===== config.mk =====
export PLATFORM = sky130hd
export DESIGN_NAME = acc_exec_core
export DESIGN_NICKNAME = d
export VERILOG_FILES = /design/src/rtl/acc_exec_pkg.sv /design/src/rtl/acc_exec_store.sv /design/src/rtl/acc_exec_alu.sv /design/src/rtl/acc_exec_fsm.sv /design/src/rtl/acc_exec_core.sv
export SDC_FILE = /design/constraint.sdc
export NUM_CORES = 1
export LEC_CHECK = 0
export BUFFER_PORTS_ARGS = -buffer_cell sky130_fd_sc_hd__buf_2
export CORE_ASPECT_RATIO = 1.75
export CORE_MARGIN = 2
export CORE_UTILIZATION = 35
export CTS_CLUSTER_DIAMETER = 80
export DETAILED_ROUTE_END_ITERATION = 12
export PLACE_DENSITY = 0.55
export SYNTH_ARGS = -nofsm -noshare
export SYNTH_HDL_FRONTEND = slang
export SYNTH_SLANG_ARGS = --single-unit

===== constraint.sdc =====
create_clock -name clk -period 38.5 [get_ports clk]
set_input_delay 1.925 -clock clk [delete_from_list [all_inputs] [get_ports clk]]
set_output_delay 1.925 -clock clk [all_outputs]
set_load 0.1 [all_outputs]

===== src/rtl/acc_exec_pkg.sv =====
package acc_exec_pkg;

    localparam int OPC_W = 4;

    typedef enum logic [OPC_W-1:0] {
        OPC_ADD  = 4'd0,
        OPC_SUB  = 4'd1,
        OPC_MUL  = 4'd2,
        OPC_DIV  = 4'd3,
        OPC_LOAD = 4'd4,
        OPC_SAVE = 4'd5
    } opcode_e;

    typedef enum logic [1:0] {
        ST_IDLE = 2'd0,
        ST_EXEC = 2'd1,
        ST_FIN  = 2'd2
    } exec_state_e;

endpackage


===== src/rtl/acc_exec_store.sv =====
module acc_exec_store #(
    parameter int DATA_W = 16,
    parameter int ADDR_W = 4
) (
    input  logic              clk,
    input  logic              rst_n,
    input  logic              wr_en,
    input  logic [ADDR_W-1:0] wr_addr,
    input  logic [DATA_W-1:0] wr_data,
    input  logic [ADDR_W-1:0] rd_addr,
    output logic [DATA_W-1:0] rd_data,
    input  logic [ADDR_W-1:0] dbg_addr,
    output logic [DATA_W-1:0] dbg_data
);
    localparam int DEPTH = 1 << ADDR_W;

    logic [DATA_W-1:0] cells [DEPTH];

    // Each cell comes out of reset holding its own index.
    for (genvar g = 0; g < DEPTH; g++) begin : g_cell
        always_ff @(posedge clk or negedge rst_n) begin
            if (!rst_n) begin
                cells[g] <= DATA_W'(g);
            end else if (wr_en && (wr_addr == ADDR_W'(g))) begin
                cells[g] <= wr_data;
            end
        end
    end

    assign rd_data  = cells[rd_addr];
    assign dbg_data = cells[dbg_addr];

endmodule


===== src/rtl/acc_exec_alu.sv =====
module acc_exec_alu
    import acc_exec_pkg::*;
#(
    parameter int DATA_W = 16
) (
    input  logic [OPC_W-1:0]  opc,
    input  logic [DATA_W-1:0] acc_q,
    input  logic [DATA_W-1:0] operand,
    output logic [DATA_W-1:0] acc_d,
    output logic              acc_we,
    output logic              mem_we,
    output logic              div_zero
);
    localparam int PROD_W = 2 * DATA_W;

    logic [PROD_W-1:0] product;
    logic              opnd_zero;
    opcode_e           op;

    assign op        = opcode_e'(opc);
    assign product   = {{DATA_W{1'b0}}, acc_q} * {{DATA_W{1'b0}}, operand};
    assign opnd_zero = (operand == '0);

    always_comb begin
        acc_d    = acc_q;
        acc_we   = 1'b0;
        mem_we   = 1'b0;
        div_zero = 1'b0;
        unique case (op)
            OPC_ADD: begin
                acc_d  = acc_q + operand;
                acc_we = 1'b1;
            end
            OPC_SUB: begin
                acc_d  = acc_q - operand;
                acc_we = 1'b1;
            end
            OPC_MUL: begin
                acc_d  = product[DATA_W-1:0];
                acc_we = 1'b1;
            end
            OPC_DIV: begin
                acc_we = 1'b1;
                if (opnd_zero) begin
                    acc_d    = '1;
                    div_zero = 1'b1;
                end else begin
                    acc_d = acc_q / operand;
                end
            end
            OPC_LOAD: begin
                acc_d  = operand;
                acc_we = 1'b1;
            end
            OPC_SAVE: begin
                mem_we = 1'b1;
            end
            default: begin
                acc_d = acc_q;
            end
        endcase
    end

endmodule


===== src/rtl/acc_exec_fsm.sv =====
module acc_exec_fsm
    import acc_exec_pkg::*;
#(
    parameter int WORD_W = 8
) (
    input  logic              clk,
    input  logic              rst_n,
    input  logic              instr_valid,
    input  logic [WORD_W-1:0] instr_word,
    output logic              accept,
    output logic              exec_en,
    output logic              done,
    output logic [WORD_W-1:0] cur_word
);
    exec_state_e state_q;
    exec_state_e state_d;
    logic        can_take;

    assign can_take = (state_q == ST_IDLE) || (state_q == ST_FIN);

    // State register
    always_ff @(posedge clk or negedge rst_n) begin
        if (!rst_n) begin
            state_q <= ST_IDLE;
        end else begin
            state_q <= state_d;
        end
    end

    // Instruction latch
    always_ff @(posedge clk or negedge rst_n) begin
        if (!rst_n) begin
            cur_word <= '0;
        end else if (accept) begin
            cur_word <= instr_word;
        end
    end

    // Next state
    always_comb begin
        state_d = state_q;
        unique case (state_q)
            ST_IDLE: state_d = instr_valid ? ST_EXEC : ST_IDLE;
            ST_EXEC: state_d = ST_FIN;
            ST_FIN:  state_d = instr_valid ? ST_EXEC : ST_IDLE;
            default: state_d = ST_IDLE;
        endcase
    end

    // Outputs
    always_comb begin
        accept  = instr_valid && can_take;
        exec_en = (state_q == ST_EXEC);
        done    = (state_q == ST_FIN);
    end

endmodule


===== src/rtl/acc_exec_core.sv =====
module acc_exec_core
    import acc_exec_pkg::*;
#(
    parameter int DATA_W = 16,
    parameter int ADDR_W = 4
) (
    input  logic                    clk,
    input  logic                    rst_n,
    input  logic                    instr_valid,
    input  logic [OPC_W+ADDR_W-1:0] instr_word,
    output logic                    done,
    output logic [DATA_W-1:0]       acc_out,
    output logic                    div_err,
    input  logic [ADDR_W-1:0]       dbg_addr,
    output logic [DATA_W-1:0]       dbg_data
);
    localparam int WORD_W = OPC_W + ADDR_W;

    logic              accept;
    logic              exec_en;
    logic [WORD_W-1:0] cur_word;
    logic [OPC_W-1:0]  cur_op_raw;
    logic [ADDR_W-1:0] cur_addr;
    logic [DATA_W-1:0] operand;
    logic [DATA_W-1:0] acc_q;
    logic [DATA_W-1:0] acc_d;
    logic              acc_we;
    logic              mem_we;
    logic              div_zero;
    logic              err_q;

    assign cur_op_raw = cur_word[WORD_W-1:ADDR_W];
    assign cur_addr   = cur_word[ADDR_W-1:0];

    acc_exec_fsm #(.WORD_W(WORD_W)) u_fsm (
        .clk         (clk),
        .rst_n       (rst_n),
        .instr_valid (instr_valid),
        .instr_word  (instr_word),
        .accept      (accept),
        .exec_en     (exec_en),
        .done        (done),
        .cur_word    (cur_word)
    );

    acc_exec_store #(.DATA_W(DATA_W), .ADDR_W(ADDR_W)) u_store (
        .clk      (clk),
        .rst_n    (rst_n),
        .wr_en    (exec_en && mem_we),
        .wr_addr  (cur_addr),
        .wr_data  (acc_q),
        .rd_addr  (cur_addr),
        .rd_data  (operand),
        .dbg_addr (dbg_addr),
        .dbg_data (dbg_data)
    );

    acc_exec_alu #(.DATA_W(DATA_W)) u_alu (
        .opc      (cur_op_raw),
        .acc_q    (acc_q),
        .operand  (operand),
        .acc_d    (acc_d),
        .acc_we   (acc_we),
        .mem_we   (mem_we),
        .div_zero (div_zero)
    );

    always_ff @(posedge clk or negedge rst_n) begin
        if (!rst_n) begin
            acc_q <= '0;
            err_q <= 1'b0;
        end else if (exec_en) begin
            if (acc_we) acc_q <= acc_d;
            if (div_zero) err_q <= 1'b1;
        end
    end

    assign acc_out = acc_q;
    assign div_err = err_q;

endmodule


======== Yosys cells after proc, flatten, opt, wreduce, memory -nomap -nowiden ========
Index checks and enable logic that the tools add are counted.
cells by class
  add/sub/neg operators ................... 2
  multipliers ............................. 1
  div/mod/pow operators ................... 1
  magnitude comparators ................... 2
  equal/unequal tests ..................... 22
  muxes and demuxes ....................... 14
  bitwise gates (word level) .............. 2
  reduce and logical (&&, ||, !) cells .... 28
operators by type and width
  cell                                                                   count
  16-bit binary-select mux with 4-bit select                             2
  16-bit two-way mux                                                     5
  16-bit case mux with 5 select lines                                    1
  4-bit equality test, second input constant                             8
  4-bit by 3-bit equality test with 1-bit output, second input constant  6
  1-bit logical AND                                                      18
  16-bit adder                                                           1
  16-bit by 16-bit divider with 16-bit output                            1
  4-bit by 2-bit equality test with 1-bit output, second input constant  4
  16-bit logical NOT                                                     1
  16-bit by 16-bit multiplier with 16-bit output                         1
  16-bit subtractor                                                      1
  5-bit >= comparator, second input constant                             2
  4-bit inverter with 5-bit output                                       2
  4-bit by 1-bit equality test with 1-bit output, second input constant  2
  4-bit logical NOT                                                      2
  1-bit two-way mux                                                      5
  5-bit nonzero test                                                     1
  5-bit OR reduction                                                     1
  2-bit case mux with 2 select lines                                     1
  3-bit AND reduction                                                    1
  2-bit by 1-bit equality test with 1-bit output, second input constant  1
  2-bit equality test, second input constant                             1
  2-bit logical NOT                                                      1
  3 further kinds                                                        3
storage, ports and cells
  flip-flop bits (word level) ............. 283
  input bits .............................. 15
  output and inout port bits .............. 34
  word-level logic and storage cells ...... 92

======== Depth between registers and ports, before layout ========
  depth after elaboration ................. 8
  depth in mapped cells ................... 150
  mapped depth without buffers ............ 138

======== Cells and area by module ========
A second synthesis with hierarchy kept.
unflattened totals
  cell total of the unflattened synthesis .. 2,591
  area, all modules ....................... 26,726.9 µm²
by module, submodules not included
  module          instances  cells each  area each (µm²)  sequential area each (µm²)
  acc_exec_store  1          848         13,344.0         6,446.2
  acc_exec_alu    1          1,683       12,283.0         0.0
  acc_exec_core   1          37          690.7            425.4
  acc_exec_fsm    1          23          409.1            250.2

======== Worst setup path after synthesis ========
No wires, ideal clock.
  path kind ............................... register to register
  from .................................... reg u_fsm.cur_word[1]
  to ...................................... reg acc_q[0], in the netlist acc_out[0]
  setup time .............................. 0.124 ns
  data arrival time ....................... 30.351 ns
  required time ........................... 38.376 ns
  setup slack ............................. 8.025 ns
  cell stages (with the launch flop) ...... 142
  path buffers ............................ 12
  period minus slack after synthesis ...... 30.475 ns
  path through ............................ dfrtp_1 > buf_2 > clkbuf_1 > buf_2 > buf_1 > clkbuf_1 > mux4_2 > mux4_2 > inv_1 > ha_1 > o21ai_0 > nor2_1 > nor2_1 > a21oi_1 > ha_1 > o21a_1 > nor2_1 > nand2_1 > (+106 left out) > a21oi_1 > o211ai_1 > a311oi_1 > o21a_1 > o31ai_1 > clkbuf_1 > o21ai_0 > ha_1 > a21o_1 > a21o_1 > a21o_1 > a21o_1 > a21o_1 > a21oi_1 > nor2b_1 > o21ai_0 > a221o_1 > a21oi_1
between the ends
  cells in the longest elaborated chain, start to end .. 7
  elaborated cells between the ends (all ways) .. 11
  classes of those cells .................. add/sub (2); mul (1); div (1); mux (5); bitwise (1); reduce/logical (1)
RTL lines
  element                                                                                   line                                    source
  from (decl)                                                                               acc_exec_fsm.sv:13                      output logic [WORD_W-1:0] cur_word
  from (signal assigned)                                                                    acc_exec_fsm.sv:35                      cur_word <= instr_word;
  4-bit inverter with 5-bit output (not written as such) *                                  acc_exec_store.sv:30                    assign rd_data = cells[rd_addr];
  16-bit binary-select mux with 4-bit select *                                              acc_exec_store.sv:30
  16-bit two-way mux (not written as such) * (2 in a row)                                   acc_exec_store.sv:30
  16-bit by 16-bit divider with 16-bit output / 16-bit logical NOT (equally long branches)  acc_exec_alu.sv:48, acc_exec_alu.sv:22
  16-bit two-way mux                                                                        acc_exec_alu.sv:44                      if (opnd_zero) begin
  16-bit case mux with 5 select lines *                                                     acc_exec_alu.sv:29                      unique case (op)
  to (signal assigned)                                                                      acc_exec_core.sv:70                     acc_q <= '0;
  to (signal assigned)                                                                      acc_exec_core.sv:73                     if (acc_we) acc_q <= acc_d;
  to (decl)                                                                                 acc_exec_core.sv:25                     logic [DATA_W-1:0] acc_q;
Every way passes the cells marked *; elsewhere a longest branch is shown, timed or not. The select of a mux whose other input is x is not followed.
A chain may end at the register's enable or synchronous reset.

======== Final worst setup path ========
  from .................................... reg u_fsm.cur_word[0]
  to ...................................... reg acc_q[0], in the netlist acc_out[0]
Same word-level chain as after synthesis.

==> run_results.csv <==
group,metric,value,unit
global_route,grt_use_total,0.2436,
cts,cts_setup_buffers,0,
timing,rsz0062_at_grt,"false",
final_layout,nets,2908,
floorplan,fp.coreArea,75050,sq um
floorplan,ios,49,
cts,cts_sinks,283,
logic_synthesis,synth-edff-count,0,
logic_synthesis,synth.distinct_cells,93,
status,status,"completed",
setup_path,critPathKind,"register to register",
logic_synthesis,synth_common_cells,"nand2_1, dfrtp_1, mux2_2",
run,cap_violations,0,
logic_synthesis,syn_inst,2626,
timing,fin_crit_sh,0.9321,
routing,drt-pass1-iter-count,7,
floorplan,fp.dieH,367.9,um
floorplan,dieWidth,212.0,um
placed_design,place.gp.congestion,0.9453,
logic_synthesis,syn_nets,2927,
logic_synthesis,yosysTopAreaCell,"dfrtp_1",
logic_synthesis,ys_ff_latch,283,
timing,slew_headroom,0.1450,
placed_design,hpwl,67250,um
cts,clk_latency,0.58,ns
timing,worst_slew_pin_slew,1.266,ns
setup_path,worstSetupStartpointType,"register",
routing,finalWirelength,94160,um
setup_path,required,38.96,ns
routing,vias,21590,
routing,drc_errors,0,
logic_synthesis,yosysWarnings,0,
global_route,overflow,0,
placed_design,preCtsSetupSlack,2.603,ns
timing,timing.fmax,0.02786,GHz
logic_synthesis,syn_area_per_cell,10.09,sq um
logic_synthesis,synthArstFlopShare,1.000,
setup_path,path_common_cell,"o21a_1",
setup_path,critical_path_peak_fanout,37,
cts,cts.clk_slew.worst_paths,0.08,ns
setup_path,worst_setup_path_end_kind,"register",
cts,cts_hold_buf,0,
global_route,grt_pass1_wl,142100,um
logic_synthesis,ys_seq_area_frac,0.2689,
cts,clock_tree.root_cell,"clkbuf_16",
timing,fin_skew,0.02862,ns
setup_path,critPathArrivalTime,36.35,ns
logic_synthesis,synth_top_area_frac,0.2371,
routing,wl_per_cell,25.85,um
setup_path,cpMaxStageDelayCell,"o31ai_4",
logic_synthesis,synth_ff_type,"dfrtp_1",
global_route,grt_max_degree,172,
timing,slew_viol_final,0,
timing,setup_tns,0,ns
timing,finalHoldViolCount,0,
timing,setup_viol,0,
cts,numCtsBuffers,27,
routing,post_drt_via_cell_ratio,5.927,
routing,postRouteAntennaNets,0,
timing,setup_ws,2.613,ns
floorplan,dieArea,77980,sq um
final_layout,fin_util,0.3846,
cts,cts_tree,"done",
logic_synthesis,yosysMostFrequentCell,"nand2_1",
cts,htreeDepth,1,
global_route,antenna_found_initial,2,
worst_hold_path,min_path_type,"register to register",
setup_path,slowest_delay,0.84,ns
cts,cts_buffer_depth,3,
global_route,first_global_vias,23390,
cts,cts_resized,0,
logic_synthesis,netlist_area,26490,sq um
final_layout,drive_gt1_frac,0.2391,
floorplan,floorplan.rows,133,
final_layout,area_delta_synth_final,8.980,%
placed_design,port_buffers,48,
logic_synthesis,synth_area_leaders,"dfrtp_1, mux4_2, ha_1",
timing,period_minus_slack,35.89,ns
routing,drt_iter0_drc,1251,
floorplan,initial_core_util,0.3529,
## metrics by stage
step	cell area (sq um)	hold slack (ns)	std cells
6_report	28870	0.4938	3642
5_1_grt	28860	0.5123	3639
4_1_cts	28850	0.4923	3639
3_5_place_dp	27910	0.4821	3590
3_3_place_gp	27910	0.4730	3590
2_1_floorplan	26490	0.4609	2626
## path summary, 6_finish.rpt
check | start | to | slack (ns) | depth (start not counted)
worst max-delay path | u_fsm.cur_word[0] | acc_out[0] | 2.61 | 129
worst min-delay path | u_store.cells[224] | u_store.cells[224] | 0.49 | 2
worst max register to register | u_fsm.cur_word[0] | acc_out[0] | 2.61 | 129
worst min register to register | u_store.cells[224] | u_store.cells[224] | 0.49 | 2
max in group asynchronous | rst_n | u_store.cells[132] | 35.49 | 2
min in group asynchronous | rst_n | u_store.cells[172] | 1.40 | 1
## sequential cells by signal (all words and copies together), names as in the netlist
| signal | count |
|---|---|
| acc_out | 16 |
| u_fsm.state_q | 2 |
| div_err | 1 |
| u_store.cells | 256 |
| u_fsm.cur_word | 8 |
## worst max-delay path, delay by kind of cell (launching register included)
| family | cells | cell delay [ns] |
|---|---|---|
| flip-flops | 1 | 0.81 |
| AND/OR/NAND/NOR | 27 | 6.73 |
| adder cells (fa/ha/maj) | 15 | 4.58 |
| buffers and inverters | 5 | 1.50 |
| multiplexers | 4 | 1.63 |
| AO/OA/AOI/OAI | 78 | 20.39 |
## layout by cell type, fill, tap and decap left out, drive strengths merged, types with 16 or more instances in the layout
cell / netlist / layout
nor2b: 21 / 21
nor3: 65 / 65
xor2: 31 / 31
mux4: 149 / 149
dfstp: 32 / 32
fa: 81 / 81
or3: 23 / 23
mux2: 227 / 227
dfrtp: 251 / 251
clkbuf: 119 / 36
a31oi: 30 / 30
o21ai: 136 / 136
a211oi: 16 / 16
a21o: 49 / 49
xnor2: 90 / 90
nand2: 265 / 265
nand3: 37 / 37
buf: 46 / 117
and2: 44 / 44
inv: 166 / 169
ha: 205 / 205
nand4: 26 / 26
o21a: 45 / 45
a21oi: 87 / 87
nor2: 155 / 155
## cell families (layout without fill, tap and decap cells)
family	after synthesis	count (layout)	synth area share
AOI/OAI and AO/OA	507	507	0.1286
xor gates and xnor gates	121	121	0.04001
adders and majority gates	286	286	0.1581
buffers and inverters	333	334	0.04993
DFF	283	283	0.2689
muxes	384	384	0.2264
other	0	3	0
and+or+nand+nor	712	712	0.1282
## cell type report
type	instances	area, sq um
Tap cell	1012	1266
Clock buffer	36	779.5
Sequential cell	283	7127
Inverter	168	633.1
Multi-Input combinational cell	2010	18110
Clock inverter	13	158.9
Timing Repair Buffer	117	783.3
Fill cell	7364	46180
Antenna cell	3	7.507
## per-layer routing
metal	up-vias	track usage	wire (um)
met4	0	0.1893	8468
li1	9530	-	-
met1	10880	0.2458	32250
met3	389	0.03062	4475
met2	790	0.4478	48960
met5	-	0	0
Power is not shown: default switching activity piles up to over one toggle a cycle in this logic, so the estimate is an artifact.
